### config.mk
export PLATFORM = sky130hd
export DESIGN_NAME = hit_accept_gate
export DESIGN_NICKNAME = d
export VERILOG_FILES = /design/src/rtl/hag_pkg.sv /design/src/rtl/hag_slot.sv /design/src/rtl/hag_pick.sv /design/src/rtl/hit_accept_gate.sv
export SDC_FILE = /design/constraint.sdc
export NUM_CORES = 1
export LEC_CHECK = 0
export BUFFER_PORTS_ARGS = -buffer_cell sky130_fd_sc_hd__buf_2
export CORE_ASPECT_RATIO = 0.6
export CORE_MARGIN = 4
export CORE_UTILIZATION = 40
export DETAILED_ROUTE_END_ITERATION = 10
export PLACE_DENSITY = 0.54
export SKIP_CTS_REPAIR_TIMING = 1
export SLEW_MARGIN = 25
export SYNTH_ARGS = -nofsm -noshare
export SYNTH_HDL_FRONTEND = slang
export SYNTH_HIERARCHICAL = 1
export SYNTH_SLANG_ARGS = --single-unit
### constraint.sdc
create_clock -name clk -period 6.95 [get_ports clk]
set_input_delay 1.0425 -clock clk [delete_from_list [all_inputs] [get_ports clk]]
set_output_delay 1.0425 -clock clk [all_outputs]
set_load 0.005 [all_outputs]
### src/rtl/hag_pkg.sv
package hag_pkg;
    typedef enum logic {
        SLOT_IDLE  = 1'b0,
        SLOT_ARMED = 1'b1
    } slot_state_e;
endpackage

### src/rtl/hag_slot.sv
module hag_slot
    import hag_pkg::*;
#(
    parameter int TW = 16
) (
    input  logic          clk,
    input  logic          rst_n,
    input  logic          clr,
    input  logic          load,
    input  logic [TW-1:0] ld_begin,
    input  logic [TW-1:0] ld_end,
    input  logic [TW-1:0] ld_margin,
    input  logic [TW-1:0] ts,
    input  logic          hit_vld,
    input  logic [TW-1:0] hit_time,
    output logic          armed,
    output logic          hit
);
    localparam logic [TW-1:0] TMAX = {TW{1'b1}};

    slot_state_e   state_q, state_d;
    logic [TW-1:0] acc_lo_q, acc_hi_q, trig_hi_q;
    logic [TW-1:0] lo_calc, hi_calc;
    logic [TW:0]   hi_sum;
    logic          expire;

    always_comb begin
        hi_sum  = {1'b0, ld_end} + {1'b0, ld_margin};
        hi_calc = hi_sum[TW] ? TMAX : hi_sum[TW-1:0];
        lo_calc = (ld_margin > ld_begin) ? '0 : (ld_begin - ld_margin);
    end

    assign expire = (ts >= acc_hi_q);

    always_comb begin
        state_d = state_q;
        unique case (state_q)
            SLOT_IDLE:  if (!clr && load) state_d = SLOT_ARMED;
            SLOT_ARMED: begin
                if (clr)         state_d = SLOT_IDLE;
                else if (load)   state_d = SLOT_ARMED;
                else if (expire) state_d = SLOT_IDLE;
            end
            default:    state_d = SLOT_IDLE;
        endcase
    end

    always_ff @(posedge clk or negedge rst_n) begin
        if (!rst_n) begin
            state_q   <= SLOT_IDLE;
            acc_lo_q  <= '0;
            acc_hi_q  <= '0;
            trig_hi_q <= '0;
        end else begin
            state_q <= state_d;
            if (!clr && load) begin
                acc_lo_q  <= lo_calc;
                acc_hi_q  <= hi_calc;
                trig_hi_q <= ld_end;
            end
        end
    end

    always_comb begin
        armed = (state_q == SLOT_ARMED);
        hit   = armed && hit_vld && (hit_time < trig_hi_q)
                && (ts > acc_lo_q) && (ts < acc_hi_q);
    end


    load_arm_chk: assert property (@(posedge clk) disable iff (!rst_n)
        (load && !clr) |=> armed);


    clr_idle_chk: assert property (@(posedge clk) disable iff (!rst_n)
        clr |=> !armed);
endmodule

### src/rtl/hag_pick.sv
module hag_pick #(
    parameter int NW = 4,
    localparam int IW = (NW > 1) ? $clog2(NW) : 1
) (
    input  logic [NW-1:0] req,
    output logic          any,
    output logic [IW-1:0] idx
);
    always_comb begin
        any = |req;
        idx = '0;
        for (int k = NW - 1; k >= 0; k--) begin
            if (req[k]) idx = IW'(k);
        end
    end
endmodule

### src/rtl/hit_accept_gate.sv
module hit_accept_gate #(
    parameter int TW = 16,
    parameter int NW = 4,
    localparam int IW = (NW > 1) ? $clog2(NW) : 1
) (
    input  logic          clk,
    input  logic          rst_n,
    input  logic          clr,
    input  logic [TW-1:0] ts,
    input  logic          hit_vld,
    input  logic [TW-1:0] hit_time,
    input  logic          ld_en,
    input  logic [IW-1:0] ld_idx,
    input  logic [TW-1:0] ld_begin,
    input  logic [TW-1:0] ld_end,
    input  logic [TW-1:0] ld_margin,
    output logic          accept,
    output logic [IW-1:0] win_idx
);
    logic [NW-1:0] slot_hit;
    logic [NW-1:0] slot_armed;
    logic          any_hit;
    logic [IW-1:0] pick_idx;

    for (genvar g = 0; g < NW; g++) begin : g_slot
        hag_slot #(.TW(TW)) u_slot (
            .clk       (clk),
            .rst_n     (rst_n),
            .clr       (clr),
            .load      (ld_en && (ld_idx == IW'(g))),
            .ld_begin  (ld_begin),
            .ld_end    (ld_end),
            .ld_margin (ld_margin),
            .ts        (ts),
            .hit_vld   (hit_vld),
            .hit_time  (hit_time),
            .armed     (slot_armed[g]),
            .hit       (slot_hit[g])
        );
    end

    hag_pick #(.NW(NW)) u_pick (
        .req (slot_hit),
        .any (any_hit),
        .idx (pick_idx)
    );

    always_ff @(posedge clk or negedge rst_n) begin
        if (!rst_n) begin
            accept  <= 1'b0;
            win_idx <= '0;
        end else begin
            accept  <= any_hit && !clr;
            win_idx <= (any_hit && !clr) ? pick_idx : '0;
        end
    end


    no_hit_quiet_chk: assert property (@(posedge clk) disable iff (!rst_n)
        !hit_vld |=> !accept);


    clr_quiet_chk: assert property (@(posedge clk) disable iff (!rst_n)
        clr |=> !accept);


    idle_idx_chk: assert property (@(posedge clk) disable iff (!rst_n)
        !accept |-> (win_idx == '0));


    empty_quiet_chk: assert property (@(posedge clk) disable iff (!rst_n)
        (slot_armed == '0) |=> !accept);
endmodule

# --- Word-level counts from Yosys, hierarchy flattened ---
# Cells that the tools add are included.
word_totals:
  ram_bits: 0
  latch_bits: 0
  in_bits: 87
  word_cells: 99
  rom_bits: 0
  out_inout_bits: 3
  regBits: 199
  memories: 0
op_classes:
  bitwise_logic: 4
  mul: 0
  shift: 0
  add_sub_neg: 2
  order_cmp: 17
  n_reduce_logical: 28
  muxes: 27
  div_mod_pow: 0
  eq_ne: 3
ops:
  columns: ["op", "count"]
  rows:
  - ["$lt 16x16->1", 8]
  - ["$gt 16x16->1", 5]
  - ["$ge 16x16->1", 4]
  - ["$mux 16", 2]
  - ["$logic_and 1x1->1", 25]
  - ["$add 16x16->17", 1]
  - ["$mux 1", 16]
  - ["$sub 16x16->16", 1]
  - ["$mux 2", 5]
  - ["$pmux 1 s2", 4]
  - ["$eq 2x2->1 const B", 2]
  - ["$not 1->1", 4]
  - ["$reduce_or 4->1", 1]
  - ["$eq 2x1->1 const B", 1]
  - ["$logic_not 2->1", 1]
  - ["$logic_not 1->1", 1]

# --- Logic depth before layout (Yosys ltp) ---
depth:
  depth_word: 9
  ltp_mapped: 13
  mapped_depth_nobuf: 12

# --- By module ---
# Netlist, hierarchy kept.
modules_own_cells:
  columns: ["mod", "area_each_um2", "instances", "seq_area_each_um2", "cells_per_inst"]
  rows:
  - ["hag_slot at g_slot[0].u_slot", 4621.9, 1, 1226.2, 534]
  - ["hag_slot at g_slot[3].u_slot", 4504.3, 1, 1226.2, 509]
  - ["hag_slot at g_slot[1].u_slot", 4464.3, 1, 1226.2, 520]
  - ["hag_slot at g_slot[2].u_slot", 4395.5, 1, 1226.2, 501]
  - ["hit_accept_gate", 136.4, 1, 75.1, 10]
  - ["hag_pick", 35.0, 1, 0.0, 7]

# --- Worst setup path after synthesis ---
# Ideal clock, no wire load.
synth_path:
  kind: "input to register"
  start: "input port ld_begin[0]"
  end: "register g_slot[2].u_slot.acc_lo_q[10]"
  arrival_ps: 3338
  required_ps: 6829
  stages: 13
  path_buffers: 2
  setup_ps: 121
  setup_slack_ps: 3491
  cell_sequence: "inv_1 > ha_1 > inv_1 > fa_1 > a21o_1 > a311oi_1 > nor3_1 > a2111oi_2 > o21ai_1 > and2_1 > buf_6 > buf_8 > a22o_1"
synth_via:
  elab_chain_cells: 2
synth_rtl:
  columns: ["item", "line", "rtl"]
  rows:
  - ["start: declaration", "hit_accept_gate.sv:14", "input logic [TW-1:0] ld_begin,"]
  - ["$sub 16x16->16 / $gt 16x16->1 (equally long branches)", "hag_slot.sv:30", "lo_calc = (ld_margin > ld_begin) ? '0 : (ld_begin - ld_margin);"]
  - ["$mux 16 (*)", "hag_slot.sv:30", null]
  - ["end signal: assignment", "hag_slot.sv:57", "acc_lo_q <= lo_calc;"]
  - ["end: declaration", "hag_slot.sv:22", "logic [TW-1:0] acc_lo_q, acc_hi_q, trig_hi_q;"]
# Mark *: on every way between the ends. The rest lies on a longest branch, timed or not.
# A chain may end at the register's enable or synchronous reset.

# --- Worst setup path in the final report ---
layout_path:
  start: "input port ld_margin[1]"
  end: "register g_slot[2].u_slot.acc_lo_q[15]"
layout_via:
  elab_chain_cells: 2
layout_rtl:
  columns: ["item", "line", "rtl"]
  rows:
  - ["start: declaration", "hit_accept_gate.sv:16", "input logic [TW-1:0] ld_margin,"]
  - ["$sub 16x16->16 / $gt 16x16->1 (equally long branches)", "hag_slot.sv:30", null]
  - ["$mux 16 (*)", "hag_slot.sv:30", null]
# Marked as above.

==> flow_metrics.py <==
metrics = {
    "routing": {
        "finalWirelength_um": 62800,
        "routed_via_density": 5.76,
        "postRouteAntennaNets": 0,
        "drc": 0,
        "first_iter_violations": 1334,
        "dr_total_vias": 15900,
        "dr.pass1.iters": 5,
        "wl_per_cell_um": 22.8,
    },
    "power_and_ir_drop": {
        "power_mw": 4.23,
        "pwr-share-comb": 0.413,
        "p_switching_mw": 1.65,
        "leakagePower_nw": 9.75,
        "seq_power_share": 0.350,
        "power_density_mw_per_mm2": 214,
        "internal_power_mw": 2.58,
        "power.share.clock": 0.237,
        "swShare": 0.391,
        "peakVddDrop_v": 0.000188,
    },
    "cells_and_area": {
        "num_antenna_cells": 0,
        "finalInstanceArea_sq_mm": 0.0198,
        "layout-drive-gt1-share": 0.0914,
        "syn_to_final_growth_pct": 8.90,
        "fillers": 4407,
        "nNetsFinal": 2564,
    },
    "grt": {
        "grt_use_met3": 0.0758,
        "antenna_found_initial": 2,
        "use_met2": 0.339,
        "grt_max_degree": 102,
        "met1_usage": 0.395,
        "grt_first_pass_wirelength_um": 94800,
        "top_usage_layer": "met1",
        "grt_pass1_vias": 15300,
        "track_usage": 0.253,
        "grt-ovfl-total": 0,
    },
    "placement": {
        "gp_congestion": 0.885,
        "placed_area_sq_mm": 0.0192,
        "io_buffers": 89,
        "hpwl_um": 48200,
    },
    "worst_setup_path": {
        "critPathKind": "in -> reg",
        "endpoint_kind": "register",
        "path_max_fanout": 15,
        "cp-start-kind": "input port",
        "cp.required_ns": 7.31,
        "cp_data_arrival_time_ns": 4.04,
    },
    "floorplanning": {
        "dieArea_sq_mm": 0.0490,
        "start_util": 0.405,
        "die_x_um": 283,
        "fp-row-count": 60,
        "io_pins": 90,
        "die_height_um": 173,
        "coreArea_sq_mm": 0.0448,
    },
    "clock_tree": {
        "cts_made_buffers": 17,
        "htreeDepth": 4,
        "cts_root_buf": "clkbuf_16",
        "cts.clk_slew.worst_paths_ns": 0.08,
        "cts_tree": "built",
        "cts.sinks": 199,
        "clock_path_buffers": 2,
        "clock_latency_ns": 0.46,
    },
    "sta": {
        "fin_worst_skew_ns": 0.0119,
        "tns_ns": 0,
        "finalSetupViolations": 0,
        "rsz0062_at_grt": "false",
        "slew-limit-headroom": 0.388,
        "tightestPinTransition_ns": 0.918,
        "fin_crit_ns": 3.69,
        "hold_violations": 0,
        "period_share": 0.530,
        "clock.fmax_mhz": 271,
        "slew_viol_final": 0,
    },
    "worst_hold_path": {
        "hold_path_class": "reg -> reg",
    },
    "synth": {
        "syn_avg_cell_area_sq_um": 8.73,
        "synth_ff_type": "dfrtp_1",
        "synth_nets": 2492,
        "synthArstFlopShare": 1.00,
        "synthCells": 2081,
        "synth.distinct_cells": 97,
        "yosysSeqAreaShare": 0.274,
        "syn-cell-area_sq_mm": 0.0182,
        "synth_edf_count": 0,
        "yosys_warnings": 6,
        "ys_ff_latch": 199,
    },
    "run": {
        "drv_cap": 0,
    },
    "outcome": {
        "outcome": "completed",
    },
}
power by group through the flow:
| stage | Sequential [mW] | Combinational (mW) | Clock [mW] |
|---|---|---|---|
| after floorplan | 1.47 | 1.21 | 0 |
| after global placement | 1.50 | 1.67 | 0 |
| after detailed placement | 1.50 | 1.72 | 0 |
| after CTS | 1.48 | 1.73 | 1.02 |
| after global routing | 1.50 | 1.97 | 1.07 |
| final | 1.48 | 1.75 | 1.00 |
layout by cell type, fill, tap and decap left out, drive strengths merged, types with 33 or more instances in the layout:
master and count:
a21o 83, ha 316, nand2b 33, dfrtp 199, buf 101, a21oi 146
nor2 95, nand4 43, nand3 37, inv 290, o21ai 149, xnor2 52
nand2 170, xor2 36
per-layer routing:
| metal | vias to the layer above | share of wire |
|---|---|---|
| met5 | - | 0 |
| met4 | 0 | 0.018 |
| met3 | 52 | 0.097 |
| met2 | 554 | 0.38 |
| met1 | 7623 | 0.51 |
| li1 | 7633 | - |
metrics by stage:
stage               std cells  hold WS (ns)  setup WS [ns]  utilization
detailed placement       2721         0.471           2.85        0.427
floorplan                2081         0.443           3.49            -
CTS                      2753         0.489           3.35        0.440
global placement         2721         0.462           2.91        0.427
global route             2755         0.509           3.14        0.441
finish                   2755         0.491           3.26        0.441
cell families (layout without fill, tap and decap cells):
| kind of cell | after synthesis | in the layout | share of synthesized area |
|---|---|---|---|
| adders and majority gates | 324 | 324 | 0.227 |
| buffers and inverters | 332 | 417 | 0.0747 |
| xor gates and xnor gates | 88 | 88 | 0.0424 |
| muxes | 5 | 5 | 0.00276 |
| and+or+nand+nor | 473 | 473 | 0.127 |
| AOI/OAI and AO/OA | 660 | 660 | 0.252 |
| DFF | 199 | 199 | 0.274 |
final cells by class:
cell class | instances | area [sq um] | area share
Inverter | 284 | 1070 | 0.0539
Timing Repair Buffer | 101 | 586 | 0.0296
Clock buffer | 19 | 443 | 0.0224
Sequential cell | 199 | 4980 | 0.252
Tap cell | 589 | 737 | 0.0373
Multi-Input combinational cell | 1550 | 11800 | 0.599
Clock inverter | 13 | 113 | 0.00570
flip-flops by register name, indices dropped and copies added (netlist names):
name and count:
g_slot.u_slot/acc_lo_q 64, g_slot.u_slot/trig_hi_q 64, accept 1, g_slot.u_slot/acc_hi_q 64, win_idx 2, g_slot.u_slot/armed 4
cell usage after synthesis (all sizes together) (16+ instances only):
master | number | area [sq um]
a22oi | 19 | 193
o22ai | 17 | 106
nor2 | 95 | 362
xnor2 | 52 | 455
a21o | 83 | 623
nor2b | 23 | 144
ha | 316 | 3950
o31ai | 20 | 175
dfrtp | 199 | 4980
a2bb2oi | 26 | 228
a31oi | 16 | 106
nand2b | 33 | 206
clkbuf | 25 | 95.1
nand2 | 170 | 654
o21a | 17 | 129
buf | 21 | 178
nand3 | 37 | 185
xor2 | 36 | 315
a22o | 27 | 248
nor3 | 18 | 95.1
inv | 284 | 1070
and3 | 17 | 111
o21ai | 149 | 753
a211oi | 31 | 233
a21oi | 146 | 753
nand4 | 43 | 269
o211ai | 18 | 135
critical path, stage by stage:
cell       delay, ns
buf_2           0.36
inv_1           0.15
fa_1            0.46
a21o_1          0.23
a311oi_1        0.35
nor3_1          0.12
a2111oi_2       0.50
o21ai_1         0.16
and2_1          0.36
a32o_1          0.31
path summary, 6_finish.rpt:
kind / startpoint / endpoint / slack, ns / cells past startpoint
min reg2reg: g_slot[3].u_slot/acc_lo_q[5] / g_slot[3].u_slot/acc_lo_q[5] / 0.49 / 2
min: g_slot[3].u_slot/acc_lo_q[5] / g_slot[3].u_slot/acc_lo_q[5] / 0.49 / 2
max reg2reg: g_slot[2].u_slot/acc_lo_q[1] / win_idx[0] / 4.15 / 12
min in group asynchronous: rst_n / g_slot[1].u_slot/acc_hi_q[14] / 0.57 / 1
max in group asynchronous: rst_n / g_slot[3].u_slot/acc_lo_q[5] / 5.21 / 3
max: ld_margin[1] / g_slot[2].u_slot/acc_lo_q[15] / 3.26 / 10
Note: power is estimated with default switching activity, not from simulation.
